[config.mk]
export PLATFORM = sky130hd
export DESIGN_NAME = vaddr_seg_decode
export DESIGN_NICKNAME = d
export VERILOG_FILES = /design/src/rtl/vaddr_seg_decode.sv
export SDC_FILE = /design/constraint.sdc
export NUM_CORES = 1
export LEC_CHECK = 0
export ABC_CLOCK_PERIOD_IN_PS = 800
export BUFFER_PORTS_ARGS = -buffer_cell sky130_fd_sc_hd__buf_2
export CAP_MARGIN = 20
export CORE_ASPECT_RATIO = 0.7
export CORE_MARGIN = 3
export CORE_UTILIZATION = 40
export CTS_BUF_LIST = sky130_fd_sc_hd__clkbuf_16
export CTS_CLUSTER_SIZE = 8
export DETAILED_ROUTE_END_ITERATION = 8
export PLACE_DENSITY = 0.85
export SLEW_MARGIN = 20
export SYNTH_ARGS = -nofsm -noshare
export SYNTH_HDL_FRONTEND = slang
export SYNTH_SLANG_ARGS = --single-unit
export TNS_END_PERCENT = 50
[constraint.sdc]
create_clock -name clk -period 0.8 [get_ports clk]
set_input_delay 0.04 -clock clk [delete_from_list [all_inputs] [get_ports clk]]
set_output_delay 0.04 -clock clk [all_outputs]
set_load 0.1 [all_outputs]
[src/rtl/vaddr_seg_decode.sv]
module vaddr_seg_decode #(
  parameter int AW      = 32,
  parameter bit REG_OUT = 1'b1
) (
  input  logic          clk,
  input  logic          rst_n,
  input  logic          in_valid,
  input  logic [AW-1:0] vaddr,
  input  logic [1:0]    mode,
  input  logic          is_write,
  input  logic          err_lvl,
  output logic          out_valid,
  output logic [AW-1:0] paddr,
  output logic          mapped,
  output logic          bad_addr,
  output logic [1:0]    exc
);
  localparam int OFS_W = AW - 3;
  localparam logic [1:0] EXC_NONE = 2'b00;
  localparam logic [1:0] EXC_LOAD = 2'b01;
  localparam logic [1:0] EXC_STORE = 2'b10;

  logic          kern, sup;
  logic [2:0]    win;
  logic          allowed, direct;
  logic [AW-1:0] pa_raw;
  logic [AW-1:0] c_pa;
  logic          c_map, c_bad;
  logic [1:0]    c_exc;

  assign kern = (mode == 2'b00);
  assign sup  = (mode == 2'b01);
  assign win  = vaddr[AW-1 -: 3];

  always_comb begin
    allowed = 1'b0;
    direct  = 1'b0;
    pa_raw  = vaddr;
    case (win)
      3'b100, 3'b101: begin
        allowed = kern;
        direct  = 1'b1;
        pa_raw  = {3'b000, vaddr[OFS_W-1:0]};
      end
      3'b110: allowed = kern | sup;
      3'b111: allowed = kern;
      default: begin
        allowed = 1'b1;
        direct  = err_lvl;
      end
    endcase
  end

  assign c_bad = ~allowed;
  assign c_map = allowed & ~direct;
  assign c_pa  = (allowed & direct) ? pa_raw : '0;
  assign c_exc = allowed ? EXC_NONE : (is_write ? EXC_STORE : EXC_LOAD);

  generate
    if (REG_OUT) begin : g_reg
      always_ff @(posedge clk or negedge rst_n) begin
        if (!rst_n) begin
          out_valid <= 1'b0;
          paddr     <= '0;
          mapped    <= 1'b0;
          bad_addr  <= 1'b0;
          exc       <= EXC_NONE;
        end else begin
          out_valid <= in_valid;
          paddr     <= c_pa;
          mapped    <= c_map;
          bad_addr  <= c_bad;
          exc       <= c_exc;
        end
      end
    end else begin : g_comb
      assign out_valid = in_valid;
      assign paddr     = c_pa;
      assign mapped    = c_map;
      assign bad_addr  = c_bad;
      assign exc       = c_exc;
    end
  endgenerate
endmodule


---- Word level (Yosys, flattened, before mapping) ----
Index checks and enable logic that the tools add are counted.
word-level totals
  register bits ........................... 37
  logic and storage cells ................. 25
  output and inout bits ................... 37
  input bits .............................. 39
cells by class
  bitwise gates (word level) .............. 5
  multiplexer cells ....................... 6
  reductions and logical operators ........ 4
  eq/ne operators ......................... 5
operators by type and width
  operator                                       count
  two-way mux 32 bit                             2
  == test 3 bit, second input constant           4
  two-way mux 2 bit                              2
  case mux 1 bit (2 select lines)                2
  OR reduction 2 bit                             2
  OR reduction 3 bit                             1
  bitwise AND 1 bit                              2
  == test 2 x 1 -> 1 bit, second input constant  1
  logical NOT 2 bit                              1
  inverter 1 bit                                 2
  OR 1 bit                                       1

---- Logic depth before layout (Yosys ltp) ----
  depth after elaboration ................. 5
  gate-level depth with buffers ........... 4
  gate-level depth less buffers ........... 2

---- Worst setup path after synthesis ----
No wires, ideal clock.
  path type ............................... in2reg
  start point ............................. in vaddr[30]
  end point ............................... reg paddr[19]
  stages .................................. 4
  library setup time ...................... 0.073 ns
  data required time ...................... 0.727 ns
  data arrival time ....................... 0.961 ns
  path buffers ............................ 2
  setup slack ............................. -0.233 ns
  path through ............................ or4b_4 > buf_6 > buf_12 > a21boi_2
between the ends
  word-level cells in the longest chain between the ends .. 5
  elaborated cells between the ends (all ways) .. 11
  those cells by class .................... eq/ne: 4; mux: 3; bitwise: 1; reduce/logical: 3
ends and longest elaborated chain
  element                                                     RTL line  source
  start, declared                                             8         input logic [AW-1:0] vaddr,
  == test 3 bit                                               39        case (win)
  OR reduction 3 bit (no line), or another cell as far along  -
  case mux 1 bit (2 select lines)                             39
  bitwise AND 1 bit (*)                                       56        assign c_pa = (allowed & direct) ? pa_raw : '0;
  two-way mux 32 bit (*)                                      56
  named net c_pa[19]                                          27        logic [AW-1:0] c_pa;
  end signal, assigned                                        70        paddr <= c_pa;
  end, declared                                               13        output logic [AW-1:0] paddr,
The timed path passes the listed nets; every way through them passes the cells marked *.

---- Final worst setup path ----
  start point ............................. reg bad_addr
  end point ............................... out bad_addr
RTL lines
  element                 RTL line  source
  start, declared         15        output logic bad_addr,
  start signal, assigned  66        bad_addr <= 1'b0;
  start signal, assigned  72        bad_addr <= c_bad;
No word-level cell between the ends.

==> metrics.md <==
| Metric | Value |
|---|---|
| Final ANT Viol Nets | 0 |
| Endpoint class of the critical path | output pin |
| Area leader, netlist | dfrtp_1 |
| Post-synthesis mux area share | 0 |
| P&R area growth vs syn | 95.5% |
| Pins Over Slew Limit | 0 |
| Share of cells above drive strength 1 | 0.602 |
| Rows | 16 |
| FMAX | 1110 MHz |
| Post-CTS Setup Bufs | 0 |
| Setup ws final | -0.0992 ns |
| Post-synth top cells | dfrtp_1 (37), a21boi_0 (19), a21boi_2 (10) |
| Min Tclk post-route | 0.899 ns |
| Yosys cell types | 19 |
| Synth Area in Adders | 0 |
| Placed inst area | 2310 sq um |
| CP Launch Type | flip-flop |
| Synth top area share | 0.704 |
| Final Cell Area | 2570 sq um |
| GRT Util Overall | 0.213 |
| Drt pass-1 iters | 4 |
| Worst-path fanout max | 1 |
| Status | complete, but fails checks |
| Cts bufs inserted | 5 |
| WL per Instance | 18.1 um |
| Kind of critical path | flip-flop to output pin |
| Largest net degree at the start of global routing | 38 |
| GRT overflow | 0 |
| DR iter-0 viols | 37 |
| Initial antenna violation count | 0 |
| Final core occ | 0.868 |
| Main combinational cell family by area after synthesis | compound AO/OA/AOI/OAI gates |
| RSZ-0062 raised after global routing | true |
| Simple-gate share of the synthesized area | 0.0466 |
| Synthesized area | 1320 sq um |
| Number of synthesized register bits | 37 |
| Ys flop type | dfrtp_1 |
| Post-DP HPWL | 2.45 mm |
| EDFF count, synth | 0 |
| Root Buffer | clkbuf_16 |
| Reg clk slew, reported paths | 0.05 ns |
| HP Class | input port to flip-flop |
| Vias per inst | 5.11 |
| Port Buf Inserts | 75 |
| XOR/XNOR Fraction of Synth Area | 0 |
| Critical path arrival | 0.86 ns |
| Floorplan core area | 2960 sq um |
| Syn Inst Count | 87 |
| Final #Nets | 214 |
| Static leakage | 1.22 nW |
| Largest stage delay on the critical path | 0.41 ns |
| Clock buffer depth | 2 |
| Max Cap Viol | 0 |
| DRC Markers | 0 |
| Vias in the first global route | 1166 |
| Die area | 4020 sq um |
| Clock Sink Count | 37 |
| Initial Utilization | 0.444 |
| I/O pins | 76 |
| WL final | 3.85 mm |
| Delay-heaviest family, CP | flip-flops |
| VDD IR max | 1.72 mV |
| Mean Syn Cell Area | 15.1 sq um |
| CTS tree | built |
| Antenna diodes | 0 |
| Post-synthesis sequential area ratio | 0.704 |
| Synth area leaders | dfrtp_1 (70%), a21boi_0 (11%), a21boi_2 (8.6%) |
| P per Cell Area | 2200 nW/um^2 |
| Synth warn | 0 |
| Tcrit/Tclk final | 1.12 |
| Count leader, synth | dfrtp_1 |
| Post-synthesis compound-gate area fraction | 0.205 |
| Overall via count from detail_route | 1084 |
| Die Y | 54.0 um |
| Critical Path, Cell by Cell | buf_12 |
| H-tree depth | 2 |
| Crit path buffers/inverters | 1 |
| Failing checks | setup timing |
| Die width | 74.5 um |
| CP required | 0.76 ns |
| Routability congestion estimate | 0.770 |
| Syn_nets | 126 |
| Global-route wire length before repair | 5.89 mm |
| Synth async-reset ratio | 1.00 |
| Final setup viols | 47 |
| Slowest cell on the critical path | dfrtp_2 |
| Fin. Hold Viols | 0 |
cells by family after synthesis:
kind of cell | after synthesis
compound gates | 31
simple gates | 10
buf+inv | 8
flops | 37
other cells | 1
metrics by stage:
stage | instances | TNS (ns) | hold WS, ns | total power, mW | worst slack [ns]
floorplan | 87 | -9.03 | -0.256 | 2.84 | -0.216
global placement | 197 | -9.61 | 0.00759 | 3.45 | -0.363
detailed placement | 197 | -11.19 | 0.0289 | 3.49 | -0.480
CTS | 212 | -3.44 | 0.00216 | 5.67 | -0.104
global route | 212 | -4.20 | 0.00808 | 5.80 | -0.117
finish | 212 | -3.28 | 0.000422 | 5.65 | -0.0992
report_power, final:
part | total (mW) | internal [mW] | switching, mW
registers | 2.05 | 1.97 | 0.0818
logic | 1.46 | 0.543 | 0.916
clock network | 2.14 | 1.45 | 0.697
total | 5.65 | 3.96 | 1.69
registers in the layout (all words and copies together) (netlist names):
signal and cells:
paddr 32, exc 2, mapped 1, bad_addr 1
out_valid 1
placed cells by master, fill, tap and decap left out:
cell type and instances:
buf_4 4, and2_1 1, nor3_1 1, dfrtp_2 4, clkbuf_16 5, a21boi_1 14, nand2_1 1, nor2_1 3
buf_6 1, dfrtp_1 33, buf_12 39, or4b_4 3, conb_1 1, buf_2 36, nor3b_1 2, bufinv_16 1
a21boi_2 13, nand2b_1 1, o32ai_1 1, a21boi_0 2, clkinv_1 1, o21ai_0 1, inv_1 3, dlygate4sd3_1 5
routing by layer:
metal | up-vias | track usage | part of all wire
met4 | 0 | 0.104 | 0.014
met3 | 8 | 0.104 | 0.10
met1 | 541 | 0.228 | 0.36
met2 | 60 | 0.357 | 0.52
li1 | 475 | - | -
met5 | - | 0 | 0
worst paths after layout:
check	from	slack, ns	cells past startpoint	end
max in group asynchronous	rst_n	0.33	3	exc[1]
max	bad_addr	-0.1	1	bad_addr
min in group asynchronous	rst_n	0.28	3	mapped
min	vaddr[19]	0.0004	2	paddr[19]
area by class of cell:
| class | instances | area (sq um) |
|---|---|---|
| fill | 124 | 392 |
| inverter | 2 | 7.51 |
| tap | 36 | 45.0 |
| timing repair buffer | 85 | 1050 |
| sequential | 37 | 931 |
| clock buffer | 5 | 125 |
| multi-input combinational | 44 | 373 |
| clock inverter | 3 | 37.5 |
repair_timing:
action | 4_1_cts | 5_1_grt
hold endpoints to repair | 41 | 0
gates cloned | 2 | 0
hold buffers | 5 | 0
resized for setup | 18 | 7
endpoints found under the setup margin | 66 | 57
pin swaps | 6 | 0
No activity file was read; power rests on OpenSTA's default activity.
